`src/rtl/scan_pkg.sv`:
```
// Shared constants and decode functions for the multiplexed LED scan driver.
// Assumes 16 sub-slots per slot and at most 7 grids (fixed by the split table).
package scan_pkg;
    localparam int SUB_SLOTS  = 16;
    localparam int SUB_W      = $clog2(SUB_SLOTS);
    localparam int MAX_GRIDS  = 7;
    localparam int SLOT_W     = $clog2(MAX_GRIDS + 1);
    localparam int MEM_AW     = SLOT_W + 1;
    localparam int FIXED_GRID = 4;
    localparam int LOW_SEGS   = 10;
    localparam int SHARED     = MAX_GRIDS - FIXED_GRID;
    localparam int LEN_W      = SUB_W + 1;
    localparam logic [1:0] RESET_MODE = 2'b11;

    // Number of active grids for a split code.
    function automatic logic [SLOT_W-1:0] grids_of(input logic [1:0] m);
        return SLOT_W'(FIXED_GRID) + SLOT_W'(m);
    endfunction

    // Lit sub-slots per grid slot for a dimming code.
    function automatic logic [LEN_W-1:0] on_len(input logic [2:0] d);
        case (d)
            3'd0:    return LEN_W'(1);
            3'd1:    return LEN_W'(2);
            3'd2:    return LEN_W'(4);
            3'd3:    return LEN_W'(10);
            3'd4:    return LEN_W'(11);
            3'd5:    return LEN_W'(12);
            3'd6:    return LEN_W'(13);
            default: return LEN_W'(14);
        endcase
    endfunction
endpackage

```
`src/rtl/scan_timer.sv`:
```
// Sub-slot and slot counters. Slot indices 0..G-1 are grids, index G is the
// key slot. A restart jumps to the start of the key slot of the new split.
// Assumes restart and tick are single-cycle qualified inputs.
module scan_timer
    import scan_pkg::*;
(
    input  logic              clk,
    input  logic              rst_n,
    input  logic              tick,
    input  logic              restart,
    input  logic [SLOT_W-1:0] restart_slot,
    input  logic [SLOT_W-1:0] ngrid,
    output logic [SLOT_W-1:0] slot_q,
    output logic [SUB_W-1:0]  sub_q,
    output logic              frame_end
);
    localparam logic [SUB_W-1:0] SUB_LAST = SUB_W'(SUB_SLOTS - 1);

    // Advance sub-slot per tick, step slot on wrap, flag the end of the key slot.
    always_ff @(posedge clk) begin
        if (!rst_n) begin
            slot_q    <= grids_of(RESET_MODE);
            sub_q     <= '0;
            frame_end <= 1'b0;
        end else begin
            frame_end <= 1'b0;
            if (restart) begin
                slot_q <= restart_slot;
                sub_q  <= '0;
            end else if (tick) begin
                sub_q <= sub_q + SUB_W'(1);
                if (sub_q == SUB_LAST) begin
                    if (slot_q == ngrid) begin
                        slot_q    <= '0;
                        frame_end <= 1'b1;
                    end else begin
                        slot_q <= slot_q + SLOT_W'(1);
                    end
                end
            end
        end
    end
endmodule

```
`src/rtl/scan_fetch.sv`:
```
// Prefetches the two display bytes of the next grid: the even byte is
// captured on the tick leaving sub-slot 14, the odd byte on the tick leaving
// sub-slot 15, when both move into the active pair.
// Assumes the memory read port is combinational.
module scan_fetch
    import scan_pkg::*;
(
    input  logic              clk,
    input  logic              rst_n,
    input  logic              tick,
    input  logic [SLOT_W-1:0] slot_q,
    input  logic [SUB_W-1:0]  sub_q,
    input  logic [SLOT_W-1:0] ngrid,
    output logic [MEM_AW-1:0] mem_addr,
    input  logic [7:0]        mem_data,
    output logic [7:0]        lo_q,
    output logic [7:0]        hi_q
);
    localparam logic [SUB_W-1:0] SUB_LAST = SUB_W'(SUB_SLOTS - 1);
    localparam logic [SUB_W-1:0] SUB_PREV = SUB_W'(SUB_SLOTS - 2);

    logic [SLOT_W-1:0] next_g;
    logic [7:0]        shadow_lo;

    // Grid shown in the following slot (grid 0 stands in when the key slot follows).
    always_comb begin
        if (slot_q == ngrid || (slot_q + SLOT_W'(1)) == ngrid)
            next_g = '0;
        else
            next_g = slot_q + SLOT_W'(1);
    end

    assign mem_addr = {next_g, sub_q == SUB_LAST};

    // Capture the prefetched bytes at the two final ticks of a slot.
    always_ff @(posedge clk) begin
        if (!rst_n) begin
            shadow_lo <= '0;
            lo_q      <= '0;
            hi_q      <= '0;
        end else if (tick) begin
            if (sub_q == SUB_PREV) begin
                shadow_lo <= mem_data;
            end else if (sub_q == SUB_LAST) begin
                lo_q <= shadow_lo;
                hi_q <= mem_data;
            end
        end
    end
endmodule

```
`src/rtl/scan_drive.sv`:
```
// Decodes pin levels from the scan position and the active byte pair.
// Grids are active low, segments active high; shared pins take the role
// the split gives them. Purely combinational.
module scan_drive
    import scan_pkg::*;
(
    input  logic [SLOT_W-1:0]   slot_q,
    input  logic [SUB_W-1:0]    sub_q,
    input  logic [SLOT_W-1:0]   ngrid,
    input  logic                on_q,
    input  logic [2:0]          dim_q,
    input  logic [7:0]          lo_q,
    input  logic [7:0]          hi_q,
    output logic [LOW_SEGS-1:0] seg,
    output logic [FIXED_GRID-1:0] grid_n,
    output logic [SHARED-1:0]   share
);
    logic lit;

    // Lit only with display on, in a grid slot, inside the dimming window.
    assign lit = on_q && (slot_q < ngrid) && ({1'b0, sub_q} < on_len(dim_q));

    assign seg = lit ? {hi_q[1:0], lo_q} : '0;

    for (genvar k = 0; k < FIXED_GRID; k++) begin : g_grid
        assign grid_n[k] = !(lit && slot_q == SLOT_W'(k));
    end

    for (genvar j = 0; j < SHARED; j++) begin : g_share
        localparam logic [SLOT_W-1:0] GIDX = SLOT_W'(MAX_GRIDS - 1 - j);
        // Grid role when its grid index is in range, else segment 12+j.
        always_comb begin
            if (GIDX < ngrid)
                share[j] = !(lit && slot_q == GIDX);
            else
                share[j] = lit && hi_q[4+j];
        end
    end
endmodule

```
`src/rtl/led_scan_driver.sv`:
```
// Top of the multiplexed LED scan driver: holds the split mode, display-on
// flag and dimming code, and joins timer, prefetch and pin decode.
// Assumes single-cycle write strobes and a combinational memory read port.
module led_scan_driver
    import scan_pkg::*;
(
    input  logic                  clk,
    input  logic                  rst_n,
    input  logic                  tick,
    input  logic                  mode_wr,
    input  logic [1:0]            mode_val,
    input  logic                  ctrl_wr,
    input  logic                  ctrl_on,
    input  logic [2:0]            ctrl_dim,
    output logic [MEM_AW-1:0]     mem_addr,
    input  logic [7:0]            mem_data,
    output logic [LOW_SEGS-1:0]   seg,
    output logic [FIXED_GRID-1:0] grid_n,
    output logic [SHARED-1:0]     share,
    output logic                  frame_end
);
    logic [1:0]        mode_q;
    logic              on_q;
    logic [2:0]        dim_q;
    logic              mode_change;
    logic [SLOT_W-1:0] ngrid;
    logic [SLOT_W-1:0] slot_q;
    logic [SUB_W-1:0]  sub_q;
    logic [7:0]        lo_q;
    logic [7:0]        hi_q;

    assign mode_change = mode_wr && (mode_val != mode_q);
    assign ngrid       = grids_of(mode_q);

    // Configuration registers; a real mode change forces the display off.
    always_ff @(posedge clk) begin
        if (!rst_n) begin
            mode_q <= RESET_MODE;
            on_q   <= 1'b0;
            dim_q  <= 3'd0;
        end else begin
            if (ctrl_wr) begin
                on_q  <= ctrl_on;
                dim_q <= ctrl_dim;
            end
            if (mode_change) begin
                mode_q <= mode_val;
                on_q   <= 1'b0;
            end
        end
    end

    scan_timer u_timer (
        .clk          (clk),
        .rst_n        (rst_n),
        .tick         (tick),
        .restart      (mode_change),
        .restart_slot (grids_of(mode_val)),
        .ngrid        (ngrid),
        .slot_q       (slot_q),
        .sub_q        (sub_q),
        .frame_end    (frame_end)
    );

    scan_fetch u_fetch (
        .clk      (clk),
        .rst_n    (rst_n),
        .tick     (tick && !mode_change),
        .slot_q   (slot_q),
        .sub_q    (sub_q),
        .ngrid    (ngrid),
        .mem_addr (mem_addr),
        .mem_data (mem_data),
        .lo_q     (lo_q),
        .hi_q     (hi_q)
    );

    scan_drive u_drive (
        .slot_q (slot_q),
        .sub_q  (sub_q),
        .ngrid  (ngrid),
        .on_q   (on_q),
        .dim_q  (dim_q),
        .lo_q   (lo_q),
        .hi_q   (hi_q),
        .seg    (seg),
        .grid_n (grid_n),
        .share  (share)
    );
endmodule

```
`config.mk`:
```
export PLATFORM = sky130hd
export DESIGN_NAME = led_scan_driver
export DESIGN_NICKNAME = d
export VERILOG_FILES = /design/src/rtl/scan_pkg.sv /design/src/rtl/scan_timer.sv /design/src/rtl/scan_fetch.sv /design/src/rtl/scan_drive.sv /design/src/rtl/led_scan_driver.sv
export SDC_FILE = /design/constraint.sdc
export NUM_CORES = 1
export LEC_CHECK = 0
export ABC_AREA = 0
export BUFFER_PORTS_ARGS = -buffer_cell sky130_fd_sc_hd__buf_4
export CAP_MARGIN = 20
export CORE_ASPECT_RATIO = 0.7
export CORE_UTILIZATION = 40
export DETAILED_ROUTE_END_ITERATION = 7
export GPL_TIMING_DRIVEN = 0
export PLACE_DENSITY = 0.66
export SETUP_SLACK_MARGIN = 0.2
export SLEW_MARGIN = 10
export SYNTH_ARGS = -nofsm -noshare
export SYNTH_HDL_FRONTEND = slang
export SYNTH_SLANG_ARGS = --single-unit
export TNS_END_PERCENT = 10
```
`constraint.sdc`:
```
create_clock -name clk -period 1.9 [get_ports clk]
set_input_delay 0.19 -clock clk [delete_from_list [all_inputs] [get_ports clk]]
set_output_delay 0.19 -clock clk [all_outputs]
set_load 0.05 [all_outputs]
```
Yosys cells after proc, flatten, opt, wreduce, memory -nomap -nowiden

Index checks and enable logic that the tools add are counted.

Register bits: 37
Bits of input ports: 19
Logic and storage cells: 82
Output and inout bits: 22

Mux-type cells: 11
Order comparisons: 5
Add/sub/neg operators: 4
Reductions and logical operators: 32
Eq/ne operators: 17
Bitwise logic cells: 4

Operators with widths:

| cell                | number |
|---|---|
| $pmux 4 s7          | 1 |
| $eq 3x3->1 const B  | 6 |
| $mux 3              | 5 |
| $logic_and 1x1->1   | 14 |
| $eq 3x2->1 const B  | 4 |
| $mux 10             | 1 |
| $lt 3x3->1 const A  | 3 |
| $eq 4x4->1 const B  | 2 |
| $logic_not 1->1     | 8 |
| $add 3x2->3 const A | 2 |
| $eq 3x1->1 const B  | 2 |
| $eq 3x3->1          | 2 |
| $logic_not 3->1     | 2 |
| $add 4x1->4 const B | 1 |
| $lt 4x4->1          | 1 |
| $mux 1              | 4 |
| $not 1->1           | 4 |
| $reduce_and 2->1    | 2 |
| $reduce_bool 2->1   | 2 |
| $reduce_or 4->1     | 1 |
| $add 3x1->3 const B | 1 |
| $lt 3x3->1          | 1 |
| $reduce_and 3->1    | 1 |
| $ne 2x2->1          | 1 |
| other kinds (2)     | 2 |

Depth between registers and ports, before layout

Gate-level depths: netlist of run 1.

Depth in word-level cells: 7
Depth in mapped cells: 8
Gate-level depth less buffers: 7

Cells and area by module

A second synthesis of run 1 with hierarchy kept.

Cells, all modules: 248
Area, all modules: 2,170.8 um2

Modules (own cells, without submodules):

| module          | area an instance (um2) | instances | cells an instance | sequential area each (um2) |
|---|---|---|---|---|
| scan_fetch      | 1,123.6                | 1         | 126               | 480.5 |
| scan_timer      | 426.7                  | 1         | 44                | 160.2 |
| scan_drive      | 370.4                  | 1         | 54                | 0.0 |
| led_scan_driver | 250.2                  | 1         | 24                | 120.1 |

Least setup slack after synthesis of run 1

OpenSTA, ideal clock, no wires.

Path type: reg2out
Start point: register dim_q[2]
End point: output port share[2]
Data required time: 1.710 ns
Buffers on the path: 1
Cell stages (with the launch flop): 9
Slack: -0.434 ns
Arrival time: 2.144 ns
Cells stage by stage: dfxtp_1 -> nor2b_1 -> xnor2_1 -> ha_1 -> o211ai_1 -> a21oi_2 -> nor3_1 -> clkbuf_2 -> o2bb2ai_1

Longest elaborated chain between the ends: 7
Elaborated cells between the ends (all ways): 14
Those cells by class: order compare (1); eq/ne (6); mux (2); reduce/logical (5)

RTL lines:

| element                            | line                  | RTL |
|---|---|---|
| from (decl)                        | led_scan_driver.sv:24 | `logic [2:0] dim_q;` |
| from (signal assigned)             | led_scan_driver.sv:44 | `dim_q <= ctrl_dim;` |
| $eq 3x3->1 (tied with other cells) | scan_pkg.sv:22        | `case (d)` |
| $pmux 4 s7 (*)                     | scan_pkg.sv:22        |  |
| $lt 4x4->1 (*)                     | scan_drive.sv:21      | `assign lit = on_q && (slot_q < ngrid) && ({1'b0, sub_q} < on_len(dim_q));` |
| $logic_and 1x1->1 (*)              | scan_drive.sv:21      |  |
| $logic_and 1x1->1                  | scan_drive.sv:34      | `share[j] = !(lit && slot_q == GIDX);` |
| $logic_not 1->1                    | scan_drive.sv:34      |  |
| $mux 1 (*)                         | scan_drive.sv:33      | `if (GIDX < ngrid)` |
| to (decl)                          | led_scan_driver.sv:19 | `output logic [SHARED-1:0] share,` |

Every way passes the cells marked *; elsewhere a longest branch is shown, timed or not.

Worst setup path after layout of run 1

Start point: register dim_q[2]
End point: output port share[0]

The elaborated chain is that of the path after synthesis.

==> metrics.cfg, run 1 <==
[route]
wl_met1_um = 2200
drc = 0
postRouteAntennaNets = 0
wl_met3_um = 203
viasPerCell = 5.05
route.top_layer_used = met4
wire_per_inst_um = 13.4
drtIter0Drc = 81
first_pass_iters = 4
drt_wl_total_um = 4180
via_count = 1572
wl_met2_um = 1730

[die]
row_count = 20
initial_core_util_pct = 42.1
die_x_um = 83.1
die_area_sq_mm = 0.00488
dieHeight_um = 58.8
ios = 41
core_sq_mm = 0.00438

[synth]
synth-edff-count = 0
async_reset_ff_share_pct = 0
synthMuxAreaShare_pct = 14.7
syn_area_per_cell_sq_um = 8.98
ys.warnings.count = 0
synth_top_family_by_area = simple AND/OR/NAND/NOR gates
synth_area_sq_mm = 0.00184
synth-xor-area-share_pct = 3.33
yosysSeqAreaShare_pct = 38.0
postSynthCellCount = 205
synth_fp_nets = 236
synth-main-ff-cell = dfxtp_1
synth-adder-area-share_pct = 8.15
synth_compound_area_share_pct = 8.08
yosys_register_bits = 35
yosys.area_share.simple_pct = 23.2
synth_cell_types = 43

[sta]
slew_headroom_pct = 67.3
finalCritPeriodShare_pct = 132
fmax_mhz = 398
holdWs_ns = 0.146
hold_viol_final = 0
fin_ws_ns = -0.610
slew_violations = 0
tightest_slew_ns = 0.491
rsz0062_at_grt = true
skew_ns = 0.00795
post-route-min-period_ns = 2.51
setup_viol = 20

[cts]
clkTransAtPathRegs_ns = 0.07
clockRootBuffer = clkbuf_8
htree_num_levels = 2
cts_sinks = 35
numCtsBuffers = 5
clock_path_buffers = 2
clk_latency_ns = 0.29
cts_tree = yes

[critical_path]
arrival_ns = 2.32
crit_path_start_kind = flop
r2r-end = u_fetch.hi_q[4]
cp.required_ns = 1.71
worstPathMaxFanout = 4
r2r_slack_ns = 0.15
crit_type = flop to primary output
worstSetupEndpointType = primary output
r2r_cells = 6
rr_startpoint = u_timer.sub_q[0]

[grt]
grt_max_degree = 11
grt_pass1_wl_um = 6840
grt_use_total_pct = 18.3
grt_pass1_vias = 1420
grt_overflow = 0
antenna_found_initial = 0

[cells_and_area]
layout_common_cells = nand2_1, buf_4, dfxtp_1
n_antenna_cell = 0
layout_commonest_cell = nand2_1
drive_gt1_share_pct = 35.2
num-nets-final = 286
syn_to_final_growth_pct = 38.8
final_cells = 311

[power]
leakage_nw = 1.15
power_density_mw_per_mm2 = 624
totalPowerFinal_mw = 1.60
vdd_drop_max_uv = 396

[run]
cap_violations = 0

[placed_design]
dp_hpwl_um = 2930
dp.cells = 297
finalWeightedCongestion = 0.728
portBuffers = 37

[min_path]
hold_depth = 3
hold_end = mode_q[0]
hold_path.startpoint = mode_val[0]
hp-class = primary input to flop

[status]
status = finished, violations left
violations = setup timing

kinds of logic after synthesis:
logic type	after synthesis
AO/OA/AOI/OAI	17
multiplexers	27
XOR/XNOR	7
AND/OR/NAND/NOR	90
buffers and inverters	17
adder cells (fa/ha/maj)	12
flip-flops	35
cell usage after synthesis (all sizes together), types with 3 or more instances:
cell | n | share of area (%)
and2 | 11 | 3.7
inv | 6 | 1.2
clkbuf | 5 | 1.1
ha | 12 | 8.2
o21ai | 3 | 1.0
xor2 | 5 | 2.4
nor3 | 4 | 1.4
nand2 | 45 | 9.3
nor2b | 5 | 1.7
buf | 6 | 2.2
nor2 | 13 | 2.6
nand4 | 3 | 1.0
mux2i | 27 | 15
dfxtp | 35 | 38
routing by layer:
metal	GRT usage [%]	vias up
li1	-	792
met1	26.6	731
met2	26.7	44
met3	3.93	5
met4	6.65	0
met5	0	-
power by group:
group	internal (mW)	leakage, nW	switching (mW)	total [mW]
Sequential	0.747	0.285	0.0221	0.769
Combinational	0.135	0.825	0.178	0.312
Clock	0.257	0.0422	0.258	0.515
area by class of cell:
type / count / area, sq um
buffer: 11 / 71.3
clock buffer: 7 / 76.3
clock inverter: 1 / 5.00
fill: 377 / 1820
inverter: 6 / 22.5
multi-input combinational: 153 / 1210
sequential: 35 / 714
tap: 55 / 68.8
timing repair buffer: 43 / 383
critical path: stages (launching register included):
cell      delay, ns
dfxtp_4        0.36
nor2b_4        0.13
xnor2_2        0.12
ha_1           0.29
o211ai_1       0.19
a21oi_2        0.10
or4_1          0.41
a32o_2         0.29
buf_6          0.15
registers in the layout, indices dropped and copies added (netlist names):
name / cells
dim_q: 3
mode_q: 2
on_q: 1
u_fetch.hi_q: 5
u_fetch.lo_q: 8
u_fetch.shadow_lo: 8
u_timer.frame_end: 1
u_timer.slot_q: 3
u_timer.sub_q: 4
how the worst max path moves through the flow:
stage | depth (start not counted) | start | endpoint | slack, ns
after floorplan | 6 | dim_q[0] | share[0] | -0.16
after global placement | 9 | dim_q[2] | seg[2] | -0.43
after detailed placement | 9 | dim_q[2] | seg[2] | -0.45
after CTS | 8 | dim_q[2] | share[0] | -0.64
after global routing | 8 | dim_q[2] | share[0] | -0.69
final | 8 | dim_q[2] | share[0] | -0.61
repair_timing:
action,in CTS,in global routing
setup buffers,2,3
hold buffers,0,0
resized for setup,29,9
cloned,1,0
pin swaps,15,6
setup endpoints to repair,30,32
metrics by stage:
step	area, sq um	worst slack [ns]	setup TNS (ns)	utilization [%]
floorplan	1900	-0.162	-1.91	-
global placement	2240	-0.426	-5.04	51.2
detailed placement	2240	-0.450	-5.39	51.2
CTS	2480	-0.636	-8.30	56.6
global route	2560	-0.693	-9.91	58.4
finish	2560	-0.610	-7.76	58.4
No activity file was read; power rests on OpenSTA's default activity.
==> run 2, diff against run 1 <==
Settings changed: CORE_MARGIN set to 1, REMOVE_ABC_BUFFERS set to 1.
==> run 2 against run 1 <==
Net effect:
- the flow still finishes with violations (setup timing)
- non-clock buffer count fell by 5
- fmax rose by 2.0%
- largest cell class unchanged
- routed wire length fell by 3.1%
- via count fell by 2.9%
- die area did not move
- critical path depth rose by 2
- global-route usage fell by 0.26 points
- clock power rose by 37%
- final area fell by 0.34%
- hold slack got worse by 0.017 ns
==> metrics.cfg, run 2 (synthesis gave the netlist of run 1 again) <==
[status]
status = finished, violations left
violations = setup timing

[sta]
skew_ns = 0.00633
post-route-min-period_ns = 2.46
tightest_slew_ns = 0.450
fin_ws_ns = -0.559
hold_viol_final = 0
rsz0062_at_grt = true
finalCritPeriodShare_pct = 129
setup_tns_ns = -8.61
slew_violations = 0
setup_viol = 17
fmax_mhz = 407
slew_headroom_pct = 69.9

[min_path]
hp-class = primary input to flop
hold_depth = 2
hold_path.startpoint = tick
hold_end = u_timer.sub_q[1]

[route]
wire_per_inst_um = 13.2
drc = 0
first_pass_iters = 4
postRouteAntennaNets = 0
drt_wl_total_um = 4050
via_count = 1527
drtIter0Drc = 53
viasPerCell = 4.99

[grt]
antenna_found_initial = 0
grt_overflow = 0
grt_max_degree = 38
grt_pass1_wl_um = 6800
grt_use_total_pct = 18.0
grt_pass1_vias = 1450

[cts]
cts_tree = yes
htree_num_levels = 2
clk_latency_ns = 0.29
cts_sinks = 35
numCtsBuffers = 5
hold_buffers = 0
clock_path_buffers = 2
clkTransAtPathRegs_ns = 0.07
clockRootBuffer = clkbuf_8

[cells_and_area]
n_antenna_cell = 0
top_regs = u_fetch.lo_q: 8 flops, u_fetch.shadow_lo: 8 flops, u_fetch.hi_q: 5 flops
drive_gt1_share_pct = 35.1
final_cells = 306
layout_commonest_cell = nand2_1
layout_common_cells = nand2_1, buf_4, mux2i_1
num-nets-final = 281
syn_to_final_growth_pct = 38.3

[critical_path]
cp.required_ns = 1.71
worstPathMaxFanout = 5
rr_startpoint = u_timer.sub_q[0]
r2r_cells = 5
r2r-end = u_fetch.lo_q[0]
worstSetupEndpointType = primary output
arrival_ns = 2.27
crit_path_start_kind = flop
crit_type = flop to primary output
r2r_slack_ns = 0.31

[placed_design]
dp.cells = 289
finalWeightedCongestion = 0.744
dp_hpwl_um = 2640
portBuffers = 40

[run]
cap_violations = 0

[die]
core_sq_mm = 0.00438
row_count = 20
die_x_um = 83.1
ios = 41
die_area_sq_mm = 0.00488
initial_core_util_pct = 42.1
dieHeight_um = 58.8

[power]
leakage_nw = 1.16
power_density_mw_per_mm2 = 698
vdd_drop_max_uv = 312

[run 2: stage by stage]
step | utilization [%] | hold WS [ns] | power (mW) | cell area [sq um] | setup slack [ns]
4_1_cts | 57.3 | 0.128 | 1.78 | 2510 | -0.552
6_report | 58.2 | 0.129 | 1.78 | 2550 | -0.559
5_1_grt | 58.2 | 0.125 | 1.85 | 2550 | -0.711
2_1_floorplan | - | 0.252 | 0.931 | 1780 | -0.602
3_3_place_gp | 49.1 | 0.428 | 1.02 | 2150 | -1.23
3_5_place_dp | 49.2 | 0.439 | 1.02 | 2160 | -0.737
[run 2: how the worst max path moves through the flow]
stage / cells after the start / slack (ns) / startpoint / end
floorplan: 7 / -0.60 / dim_q[2] / share[0]
CTS: 10 / -0.55 / dim_q[2] / share[2]
detailed placement: 8 / -0.74 / dim_q[2] / share[1]
global placement: 8 / -1.23 / dim_q[2] / seg[5]
global route: 10 / -0.71 / dim_q[2] / share[2]
finish: 10 / -0.56 / dim_q[2] / share[2]
[run 2: layout make-up]
class | instances | area (sq um)
clock buffers | 6 | 82.6
inverters | 6 | 22.5
repair buffers | 49 | 444
fillers | 404 | 1830
clock inverters | 2 | 35.0
multi-input cells | 153 | 1170
flip-flops and latches | 35 | 723
well taps | 55 | 68.8
[run 2: routing by layer]
metal  wire length [um]  share of wire (%)  GRT usage (%)
met5                  0                  0              0
met4                 59                1.5           8.13
met3                206                5.1           5.33
met2               1660                 41           27.3
met1               2130                 53           24.1
[run 2: repair_timing]
| action | CTS | global route |
|---|---|---|
| buffers inserted | 9 | 0 |
| setup endpoints to repair | 41 | 38 |
| pin swaps | 13 | 4 |
| gates resized for setup | 40 | 11 |
[run 2: power by group]
part	internal, mW	leakage [nW]	switching (mW)
clock network	0.425	0.0612	0.279
registers	0.746	0.285	0.0217
logic	0.136	0.810	0.170
[run 2: critical path, stage by stage, from the launching register on]
cell	delay (ns)
dfxtp_4	0.36
nor2b_4	0.12
xnor2_1	0.12
ha_1	0.29
o211ai_1	0.19
a21oi_2	0.08
buf_4	0.16
buf_4	0.13
nor4_2	0.27
o2bb2ai_1	0.09
buf_4	0.19
